### src/rtl/dct_trunc_pkg.sv
package dct_trunc_pkg;

   // tile edge; the constant table below is written for this size only
   localparam int BLK = 8;

   // magnitude of 0.5*cos(m*pi/16) scaled by 2^10, m = 0..7
   function automatic int cos_mag(input int m);
      case (m)
         0: return 512;
         1: return 502;
         2: return 473;
         3: return 426;
         4: return 362;
         5: return 284;
         6: return 196;
         default: return 100;
      endcase
   endfunction

   // scaled basis weight for frequency k at sample position n
   function automatic int basis(input int k, input int n);
      int m;
      if (k == 0) return 362;
      m = ((2 * n + 1) * k) % 32;
      if (m < 8)                 return cos_mag(m);
      else if (m == 8 || m == 24) return 0;
      else if (m <= 16)          return -cos_mag(16 - m);
      else if (m < 24)           return -cos_mag(m - 16);
      else                       return cos_mag(32 - m);
   endfunction

   // position idx of the zig-zag scan restricted to a lim x lim corner
   function automatic int zz_pos(input int idx, input int lim, input bit want_col);
      int cnt;
      int r;
      int c;
      cnt = 0;
      for (int d = 0; d < 2 * BLK - 1; d++) begin
         for (int s = 0; s <= d; s++) begin
            r = (d % 2 == 1) ? s : d - s;
            c = d - r;
            if (r < lim && c < lim) begin
               if (cnt == idx) return want_col ? c : r;
               cnt++;
            end
         end
      end
      return 0;
   endfunction

endpackage

### src/rtl/dct_row_pass.sv
module dct_row_pass
   import dct_trunc_pkg::*;
#(
   parameter int PIX_W  = 8,
   parameter int COEF_W = 12,
   parameter int KEEP   = 5,
   parameter int MID_W  = 23
) (
   input  logic                    clk,
   input  logic                    rst_n,
   input  logic                    take,
   input  logic [PIX_W-1:0]        pix,
   output logic                    wr_en,
   output logic [$clog2(BLK)-1:0]  wr_row,
   output logic [KEEP*MID_W-1:0]   wr_data,
   output logic                    block_done
);
   localparam int BW = $clog2(BLK);

   logic [BW-1:0] col_q;
   logic [BW-1:0] row_q;
   logic signed [PIX_W-1:0]  smp;
   logic signed [COEF_W-1:0] ctab [KEEP][BLK];

   // level shift by half scale: flip the top bit
   assign smp = {~pix[PIX_W-1], pix[PIX_W-2:0]};

   for (genvar k = 0; k < KEEP; k++) begin : g_freq
      for (genvar j = 0; j < BLK; j++) begin : g_tap
         assign ctab[k][j] = COEF_W'(basis(k, j));
      end

      logic signed [MID_W-1:0] prod;
      logic signed [MID_W-1:0] base;
      logic signed [MID_W-1:0] acc_q;
      logic signed [MID_W-1:0] sum_nx;

      assign prod = smp * ctab[k][col_q];

      always_comb begin
         if (col_q == '0) base = '0;
         else             base = acc_q;
      end

      assign sum_nx = base + prod;
      assign wr_data[k*MID_W +: MID_W] = sum_nx;

      always_ff @(posedge clk or negedge rst_n) begin
         if (!rst_n)    acc_q <= '0;
         else if (take) acc_q <= sum_nx;
      end
   end

   always_ff @(posedge clk or negedge rst_n) begin
      if (!rst_n) begin
         col_q <= '0;
         row_q <= '0;
      end else if (take) begin
         col_q <= col_q + 1'b1;
         if (col_q == BW'(BLK - 1)) row_q <= row_q + 1'b1;
      end
   end

   assign wr_en      = take && (col_q == BW'(BLK - 1));
   assign wr_row     = row_q;
   assign block_done = wr_en && (row_q == BW'(BLK - 1));

endmodule

### src/rtl/dct_xpose_buf.sv
module dct_xpose_buf
   import dct_trunc_pkg::*;
#(
   parameter int KEEP  = 5,
   parameter int MID_W = 23
) (
   input  logic                        clk,
   input  logic                        wr_en,
   input  logic [$clog2(BLK)-1:0]      wr_row,
   input  logic [KEEP*MID_W-1:0]       wr_data,
   input  logic [$clog2(BLK)-1:0]      rd_row,
   input  logic [$clog2(KEEP)-1:0]     rd_col,
   output logic signed [MID_W-1:0]     rd_data
);
   logic signed [MID_W-1:0] mem [BLK][KEEP];

   always_ff @(posedge clk) begin
      if (wr_en) begin
         for (int k = 0; k < KEEP; k++) begin
            mem[wr_row][k] <= wr_data[k*MID_W +: MID_W];
         end
      end
   end

   assign rd_data = mem[rd_row][rd_col];

endmodule

### src/rtl/dct_col_pass.sv
module dct_col_pass
   import dct_trunc_pkg::*;
#(
   parameter int COEF_W  = 12,
   parameter int KEEP    = 5,
   parameter int MID_W   = 23,
   parameter int NUM_OUT = 20,
   parameter int FRAC    = 10,
   parameter int OUT_W   = 12
) (
   input  logic                        clk,
   input  logic                        rst_n,
   input  logic                        start,
   output logic                        busy,
   output logic [$clog2(BLK)-1:0]      rd_row,
   output logic [$clog2(KEEP)-1:0]     rd_col,
   input  logic signed [MID_W-1:0]     rd_data,
   output logic                        out_valid,
   output logic signed [OUT_W-1:0]     out_data,
   output logic                        out_last
);
   localparam int BW    = $clog2(BLK);
   localparam int KW    = $clog2(KEEP);
   localparam int IW    = $clog2(NUM_OUT);
   localparam int ACC_W = MID_W + COEF_W + BW;
   localparam int SHIFT = 2 * FRAC;
   localparam logic signed [ACC_W-1:0] RND  = ACC_W'(1) << (SHIFT - 1);
   localparam logic signed [ACC_W-1:0] OMAX = {{(ACC_W-OUT_W+1){1'b0}}, {(OUT_W-1){1'b1}}};
   localparam logic signed [ACC_W-1:0] OMIN = {{(ACC_W-OUT_W+1){1'b1}}, {(OUT_W-1){1'b0}}};

   logic [KW-1:0]            u_tab [NUM_OUT];
   logic [KW-1:0]            v_tab [NUM_OUT];
   logic signed [COEF_W-1:0] ctab  [KEEP][BLK];

   for (genvar n = 0; n < NUM_OUT; n++) begin : g_scan
      assign u_tab[n] = KW'(zz_pos(n, KEEP, 1'b0));
      assign v_tab[n] = KW'(zz_pos(n, KEEP, 1'b1));
   end
   for (genvar k = 0; k < KEEP; k++) begin : g_freq
      for (genvar i = 0; i < BLK; i++) begin : g_tap
         assign ctab[k][i] = COEF_W'(basis(k, i));
      end
   end

   logic [IW-1:0]            idx_q;
   logic [BW-1:0]            tap_q;
   logic signed [ACC_W-1:0]  acc_q;
   logic signed [ACC_W-1:0]  base;
   logic signed [ACC_W-1:0]  prod;
   logic signed [ACC_W-1:0]  total;
   logic signed [ACC_W-1:0]  rnd_full;
   logic signed [OUT_W-1:0]  res;

   assign rd_row = tap_q;
   assign rd_col = v_tab[idx_q];
   assign prod   = ctab[u_tab[idx_q]][tap_q] * rd_data;

   always_comb begin
      if (tap_q == '0) base = '0;
      else             base = acc_q;
   end

   assign total    = base + prod;
   assign rnd_full = (total + RND) >>> SHIFT;

   if (ACC_W - SHIFT > OUT_W) begin : g_sat
      always_comb begin
         if (rnd_full > OMAX)      res = OMAX[OUT_W-1:0];
         else if (rnd_full < OMIN) res = OMIN[OUT_W-1:0];
         else                      res = rnd_full[OUT_W-1:0];
      end
   end else begin : g_wrap
      assign res = rnd_full[OUT_W-1:0];
   end

   always_ff @(posedge clk or negedge rst_n) begin
      if (!rst_n) begin
         busy      <= 1'b0;
         idx_q     <= '0;
         tap_q     <= '0;
         acc_q     <= '0;
         out_valid <= 1'b0;
         out_last  <= 1'b0;
         out_data  <= '0;
      end else begin
         out_valid <= 1'b0;
         out_last  <= 1'b0;
         if (start) begin
            busy  <= 1'b1;
            idx_q <= '0;
            tap_q <= '0;
         end else if (busy) begin
            acc_q <= total;
            if (tap_q == BW'(BLK - 1)) begin
               tap_q     <= '0;
               out_valid <= 1'b1;
               out_data  <= res;
               out_last  <= (idx_q == IW'(NUM_OUT - 1));
               if (idx_q == IW'(NUM_OUT - 1)) begin
                  busy  <= 1'b0;
                  idx_q <= '0;
               end else begin
                  idx_q <= idx_q + 1'b1;
               end
            end else begin
               tap_q <= tap_q + 1'b1;
            end
         end
      end
   end

endmodule

### src/rtl/dct_trunc_top.sv
module dct_trunc_top
   import dct_trunc_pkg::*;
#(
   parameter int PIX_W   = 8,
   parameter int COEF_W  = 12,
   parameter int FRAC    = 10,
   parameter int KEEP    = 5,
   parameter int NUM_OUT = 20,
   parameter int OUT_W   = 12
) (
   input  logic                    clk,
   input  logic                    rst_n,
   input  logic                    in_valid,
   output logic                    in_ready,
   input  logic [PIX_W-1:0]        in_pixel,
   output logic                    out_valid,
   output logic signed [OUT_W-1:0] out_coef,
   output logic                    out_last
);
   localparam int BW    = $clog2(BLK);
   localparam int KW    = $clog2(KEEP);
   localparam int MID_W = PIX_W + COEF_W + BW;

   if (FRAC != 10) begin : g_chk_frac
      $error("constant table assumes 10 fractional bits");
   end
   if (COEF_W < 11) begin : g_chk_coef
      $error("constant field too narrow");
   end
   if (KEEP < 2 || KEEP > BLK) begin : g_chk_keep
      $error("retained frequency count out of range");
   end
   if (NUM_OUT < 1 || NUM_OUT > KEEP * KEEP) begin : g_chk_nout
      $error("retained coefficient count out of range");
   end
   if (PIX_W < 2) begin : g_chk_pix
      $error("pixel width too small");
   end

   logic                  take;
   logic                  col_busy;
   logic                  wr_en;
   logic [BW-1:0]         wr_row;
   logic [KEEP*MID_W-1:0] wr_data;
   logic                  block_done;
   logic [BW-1:0]         rd_row;
   logic [KW-1:0]         rd_col;
   logic signed [MID_W-1:0] rd_data;

   assign in_ready = ~col_busy;
   assign take     = in_valid && in_ready;

   dct_row_pass #(
      .PIX_W (PIX_W),
      .COEF_W(COEF_W),
      .KEEP  (KEEP),
      .MID_W (MID_W)
   ) u_row (
      .clk       (clk),
      .rst_n     (rst_n),
      .take      (take),
      .pix       (in_pixel),
      .wr_en     (wr_en),
      .wr_row    (wr_row),
      .wr_data   (wr_data),
      .block_done(block_done)
   );

   dct_xpose_buf #(
      .KEEP (KEEP),
      .MID_W(MID_W)
   ) u_buf (
      .clk    (clk),
      .wr_en  (wr_en),
      .wr_row (wr_row),
      .wr_data(wr_data),
      .rd_row (rd_row),
      .rd_col (rd_col),
      .rd_data(rd_data)
   );

   dct_col_pass #(
      .COEF_W (COEF_W),
      .KEEP   (KEEP),
      .MID_W  (MID_W),
      .NUM_OUT(NUM_OUT),
      .FRAC   (FRAC),
      .OUT_W  (OUT_W)
   ) u_col (
      .clk      (clk),
      .rst_n    (rst_n),
      .start    (block_done),
      .busy     (col_busy),
      .rd_row   (rd_row),
      .rd_col   (rd_col),
      .rd_data  (rd_data),
      .out_valid(out_valid),
      .out_data (out_coef),
      .out_last (out_last)
   );

endmodule

### config.mk
export PLATFORM = sky130hd
export DESIGN_NAME = dct_trunc_top
export DESIGN_NICKNAME = d
export VERILOG_FILES = /design/src/rtl/dct_trunc_pkg.sv /design/src/rtl/dct_row_pass.sv /design/src/rtl/dct_xpose_buf.sv /design/src/rtl/dct_col_pass.sv /design/src/rtl/dct_trunc_top.sv
export SDC_FILE = /design/constraint.sdc
export NUM_CORES = 2
export LEC_CHECK = 0
export ABC_AREA = 1
export BUFFER_PORTS_ARGS = -buffer_cell sky130_fd_sc_hd__buf_4
export CAP_MARGIN = 5
export CELL_PAD_IN_SITES_DETAIL_PLACEMENT = 1
export CELL_PAD_IN_SITES_GLOBAL_PLACEMENT = 1
export CORE_MARGIN = 2
export CORE_UTILIZATION = 35
export DETAILED_ROUTE_END_ITERATION = 10
export PLACE_DENSITY_LB_ADDON = 0.1
export REMOVE_ABC_BUFFERS = 1
export SLEW_MARGIN = 10
export SYNTH_ARGS = -nofsm -noshare
export SYNTH_HDL_FRONTEND = slang
export SYNTH_SLANG_ARGS = --single-unit
export TNS_END_PERCENT = 100
### constraint.sdc
create_clock -name clk -period 22.2 [get_ports clk]
set_input_delay 5.55 -clock clk [delete_from_list [all_inputs] [get_ports clk]]
set_output_delay 5.55 -clock clk [all_outputs]
set_load 0.05 [all_outputs]
# After elaboration in Yosys (flattened, before gate mapping)
# Memory sizes are Yosys's and may differ from the RTL's.
# Index checks and enable logic that the tools add are counted.
# Widths: inputs -> output; s select.
dict set report word_totals {
  wordCells 119
  romBits 1440
  regBits 182
  inputBits 11
  output_inout_bits 15
  memories 9
  ramBits 920
}
dict set report op_classes {
  addsub 11
  bitwise_logic 8
  eq_ne 4
  multipliers 6
  n_reduce_logical 11
  order_cmp 7
  mux 49
}
# memory words width rd rd_clocked_by_memory_dff write_ports line
set mem_list {}
lappend mem_list {u_buf.mem 8 115 1 0 1 dct_xpose_buf.sv:15} ;# logic signed [MID_W-1:0] mem [BLK][KEEP];
lappend mem_list {{(no name shown)} 8 96 1 0 0 dct_col_pass.sv:56} ;# assign prod = ctab[u_tab[idx_q]][tap_q] * rd_data;
lappend mem_list {{(no name shown)} 8 12 1 0 0 dct_row_pass.sv:38} ;# assign prod = smp * ctab[k][col_q];
lappend mem_list {{(no name shown)} 32 3 1 0 0 dct_col_pass.sv:55} ;# assign rd_col = v_tab[idx_q];
lappend mem_list {{(no name shown)} 8 12 1 0 0 dct_row_pass.sv:38}
lappend mem_list {{(no name shown)} 8 12 1 0 0 dct_row_pass.sv:38}
lappend mem_list {{+3 memories} - - - - - -}
# op count
set ops {}
lappend ops {{$mux 96} 2}
lappend ops {{$mux 12} 14}
lappend ops {{$mux 23} 7}
lappend ops {{$add 23x23->23} 5}
lappend ops {{$mul 8x12->20} 5}
lappend ops {{$bmux 23 s3} 1}
lappend ops {{$add 38x21->38 const B} 1}
lappend ops {{$add 38x38->38} 1}
lappend ops {{$mux 38} 1}
lappend ops {{$bmux 12 s3} 1}
lappend ops {{$mul 12x23->35} 1}
lappend ops {{$mux 3} 7}
lappend ops {{$mux 5} 4}
lappend ops {{$gt 18x12->1 const B} 1}
lappend ops {{$lt 18x12->1 const B} 1}
lappend ops {{$ge 4x4->1 const B} 4}
lappend ops {{$not 3->4} 4}
lappend ops {{$mux 1} 12}
lappend ops {{$add 3x1->3 const B} 3}
lappend ops {{$eq 3x3->1 const B} 3}
lappend ops {{$ge 6x6->1 const B} 1}
lappend ops {{$logic_not 3->1} 2}
lappend ops {{$not 5->6} 1}
lappend ops {{$reduce_and 2->1} 3}
lappend ops {{other kinds (6)} 11}

# Depth between registers and ports, before layout
dict set report depth {
  word_depth 17
  mapped_depth 67
  depth_no_buf 65
}

# By module
# Synthesis repeated with hierarchy kept, for this count alone.
dict set report hier_totals {
  hier_cells 8066
  area_unflattened_um2 76920.0
}
# mod seq_area_each_um2 instances cells_each area_per_inst_um2
set by_module_without_submodules {}
lappend by_module_without_submodules {dct_xpose_buf 27626.5 1 2956 36875.4}
lappend by_module_without_submodules {dct_row_pass 3027.9 1 2993 24304.6}
lappend by_module_without_submodules {dct_col_pass 1526.5 1 2114 15726.3}
lappend by_module_without_submodules {dct_trunc_top 0.0 1 3 13.8}

# Least setup slack after synthesis
# OpenSTA, ideal clock, no wires.
dict set report synth_path {
  kind {input to register}
  start {in in_pixel[0]}
  end {mem u_buf.mem[0][45] (netlist bit) (data pin)}
  arrival_ps 11550
  path_stages 33
  required_ps 21964
  path_slack_ps 10414
  n_path_buf 1
  setup_time_ps 236
  cell_sequence {clkinv_1 > clkbuf_1 > nor2_1 > fa_1 > inv_1 > fa_1 > fa_1 > fa_1 > inv_1 > ha_1 > nand3_1 > nand2_1 > a21oi_1 > o21ai_0 > a21oi_1 > o21bai_1 > a21o_1 > nand2_1 > nand2_1 > a21oi_1 > o21bai_1 > a21oi_1 > nor2_1 > nor2_1 > xor2_1 > ha_1 > nand2_1 > nor3_1 > nor3b_1 > nand3_1 > nand3_1 > xor2_1 > xor2_1}
}
dict set report synth_between {
  elab_chain_len 2
}
# item line
set synth_rtl {}
lappend synth_rtl {{start, declared} dct_trunc_top.sv:15} ;# input logic [PIX_W-1:0] in_pixel,
lappend synth_rtl {{$mul 8x12->20} dct_row_pass.sv:38}
lappend synth_rtl {{$add 23x23->23} dct_row_pass.sv:45} ;# assign sum_nx = base + prod;
lappend synth_rtl {{via u_buf.wr_data[91]} dct_xpose_buf.sv:10} ;# input logic [KEEP*MID_W-1:0] wr_data,
lappend synth_rtl {{end, declared} dct_xpose_buf.sv:15}
# The timed path passes the listed nets, and every way through them passes these cells.

# Worst setup path after layout
dict set report layout_path {
  start {reg u_col.tap_q[0] (netlist: u_col.rd_row[0])}
  end {reg u_col.out_data[0]}
}
dict set report layout_between {
  elab_chain_len 10
  word_cells_on_any_way 19
  classes_between {add/sub: 2; mul: 1; order compare: 2; eq/ne: 1; mux: 9; bitwise: 1; reduce/logical: 2; memory: 1}
}
# item line
set layout_rtl {}
lappend layout_rtl {{start, declared} dct_col_pass.sv:46} ;# logic [BW-1:0] tap_q;
lappend layout_rtl {{start signal, assigned} dct_col_pass.sv:106} ;# tap_q <= tap_q + 1'b1;
lappend layout_rtl {{$mem_v2 8x115 / $not 3->4 (equally long branches)} -}
lappend layout_rtl {{$bmux 23 s3 / $bmux 12 s3 (equally long branches)} {dct_xpose_buf.sv:25, dct_col_pass.sv:56}}
lappend layout_rtl {{$mux 23 (implied by the code) / $mux 12 (equally long branches) (2 in a row)} {dct_xpose_buf.sv:25, dct_col_pass.sv:56}}
lappend layout_rtl {{$mul 12x23->35} dct_col_pass.sv:56}
lappend layout_rtl {{$add 38x38->38} dct_col_pass.sv:63} ;# assign total = base + prod;
lappend layout_rtl {{$add 38x21->38} dct_col_pass.sv:64} ;# assign rnd_full = (total + RND) >>> SHIFT;
lappend layout_rtl {{$lt 18x12->1} dct_col_pass.sv:69} ;# else if (rnd_full < OMIN) res = OMIN[OUT_W-1:0];
lappend layout_rtl {{$mux 12} dct_col_pass.sv:69}
lappend layout_rtl {{$mux 12} dct_col_pass.sv:68} ;# if (rnd_full > OMAX) res = OMAX[OUT_W-1:0];
lappend layout_rtl {{end signal, assigned} dct_col_pass.sv:97} ;# out_data <= res;
lappend layout_rtl {{end, declared} dct_col_pass.sv:19} ;# output logic signed [OUT_W-1:0] out_data,
# Parallel ways exist; a longest one is shown, timed or not. The select of a mux whose other input is x is not followed.
# A chain may end at the register's enable or synchronous reset.

==> flow_summary.yaml <==
outcome:
  status: "complete, no violations"
clock_tree:
  post-cts-setup-buffers: 0
  cts-resized-gates: 0
  ctsHoldBuffers: 0
  clk_pin_slew_ns: 0.06
  cts_buffers: 136
  root_buffer: "clkbuf_16"
  clkSinkCount: 1102
  cts_tree: "done"
  h-tree-depth: 4
  clk_path_buf_depth: 3
  clock_latency_ns: 0.80
timing:
  worst_pin_slew_ns: 1.40
  finalSetupViolations: 0
  fmax_ghz: 0.0754
  period_share_pct: 59.8
  fin_worst_skew_ns: 0.0413
  grt_setup_unrepaired: "false"
  final-hold-violation-count: 0
  slew_viol_final: 0
  tns_ns: 0
  max-slew-margin-rel_pct: 5.94
  fin_crit_ns: 13.27
logic_synthesis:
  synth_edf_count: 920
  synth_cell_types: 66
  async_flop_share_pct: 16.5
  synth_area_leader_cell: "edfxtp_1"
  netlist_top_cells_area: "edfxtp_1, fa_1, ha_1"
  synthCells: 7258
  synthTopCellsByCount: "nand2_1, inv_1, edfxtp_1"
  yosysWarnings: 0
  ys_seq_area_share_pct: 44.4
  synthesis.area_sq_mm: 0.0725
  syn_area_per_cell_sq_um: 9.98
  synth_flop_cell: "edfxtp_1"
  yosysMostFrequentCell: "nand2_1"
  synth_top_cell_area_share_pct: 38.1
  ys_seq_elements: 1102
worst_setup_path:
  arrival_ns: 13.89
  critPathMostFrequentCell: "nand2_1"
  worstRegToRegCells: 46
  path_max_fanout: 42
  slowest_delay_ns: 0.73
  cp.required_ns: 22.82
  cp-end-kind: "flip-flop"
  critPathLaunchType: "flip-flop"
  slowest_stage: "o211ai_1"
  worst-setup-path-type: "reg2reg"
routing:
  antenna_left: 0
  wl_microns: 234000
  dr.pass1.iters: 5
  drt_iter0_markers: 3063
  wl_per_cell_microns: 23.2
  drc_errors: 0
  via_count: 51360
  via_per_inst: 5.10
layout:
  syn_to_final_growth_pct: 10.9
  drive_above_1_share_pct: 6.14
  layout.nets: 8209
floorplanning:
  die_w_microns: 459
  pin_count: 26
  rows: 167
  dieArea_sq_mm: 0.211
  core_area_sq_mm: 0.206
  chipHeight_microns: 459
  start_util_pct: 35.1
grt:
  first_global_vias: 56397
  grt_max_degree: 115
  grt.total_usage_pct: 22.4
  grt_pass1_wl_microns: 357000
  gr-total-overflow: 0
  antenna_found_initial: 8
place:
  port_buffers: 25
  place_hpwl_microns: 163000
  place.gp.congestion: 0.827
hold_path:
  worstHoldPathCells: 2
  min_path_type: "reg2reg"
run:
  maxCapViolations: 0
==> metal layers <==
layer | global-route usage [%] | share of wire [%] | vias up | routed length, microns
met4 | 4.89 | 1.9 | 0 | 4540
met1 | 29.9 | 46 | 26408 | 107000
li1 | - | - | 23982 | -
met3 | 2.19 | 2.8 | 230 | 6470
met2 | 39.2 | 49 | 740 | 115000
met5 | 0 | 0 | - | 0
==> cell usage in the layout (no fill, tap or decap), types with 38 or more instances in the layout <==
cell and count:
xor2_1 144, o221ai_1 61, a2111oi_0 62, xnor2_1 93, edfxtp_1 920, clkbuf_16 138, inv_1 1168, a21oi_1 404
fa_1 532, nor2_1 763, buf_4 115, nor3_1 39, nand3_1 214, nand2_1 1207, ha_1 411, o21ai_0 295
dfrtp_1 179, clkinv_1 38
==> registers in the layout (all words and copies together), names as in the netlist <==
signal,flops
u_buf.mem,920
u_row.g_freq.acc_q,115
u_col.acc_q,38
u_col.out_data,12
u_col.idx_q,5
u_col.rd_row,3
u_row.col_q,3
u_row.wr_row,3
u_col.busy,1
u_col.out_last,1
u_col.out_valid,1
==> logic make-up (layout without fill, tap and decap cells) <==
logic type	count (synthesis)	in the layout	synth area share, %
flops	1102	1102	44.4
buf+inv	1460	1565	7.64
compound gates	1165	1165	10.1
simple gates	2348	2348	13.1
fa+ha+maj	943	943	21.8
xor+xnor	240	240	2.90
other cells	0	3	0
==> worst max-delay path: cells and delay by family (launching register included) <==
family / cells / cell delay (ns)
AO/OA/AOI/OAI: 15 / 4.24
XOR/XNOR: 1 / 0.32
adder cells (fa/ha/maj): 7 / 2.62
buffers and inverters: 7 / 1.96
flip-flops: 1 / 0.72
AND/OR/NAND/NOR: 16 / 3.06
==> metrics by stage <==
step	utilization [%]	hold WS [ns]	cell area, sq um	setup slack [ns]	std cells
global route	38.9	0.518	80400	7.78	10068
global placement	36.8	0.465	76000	8.84	9821
finish	38.9	0.483	80400	8.93	10070
detailed placement	36.8	0.473	76000	8.70	9821
CTS	38.9	0.485	80400	8.69	10067
floorplan	-	0.450	71400	5.14	6995
==> area by class of cell <==
class,instances,area [sq um]
multi-input combinational,4696,34900
fill,22988,126000
clock inverter,69,751
tap,2704,3380
inverter,1197,4520
sequential,1102,32200
timing repair buffer,122,998
antenna,3,7.51
clock buffer,177,3640
==> final timing paths <==
kind                            slack [ns]                         to             from
max in group asynchronous            16.21  u_row.g_freq[2].acc_q[16]            rst_n
worst min-delay path                  0.48            u_col.acc_q[15]  u_col.acc_q[15]
worst max-delay path                  8.93          u_col.out_data[0]  u_col.rd_row[0]
worst min register to register        0.48            u_col.acc_q[15]  u_col.acc_q[15]
worst max register to register        8.93          u_col.out_data[0]  u_col.rd_row[0]
min in group asynchronous             4.76   u_row.g_freq[1].acc_q[0]            rst_n
Power is left out: the tool's default activity adds up to more than one toggle a clock period on the data nets, which glitch-free logic cannot reach.
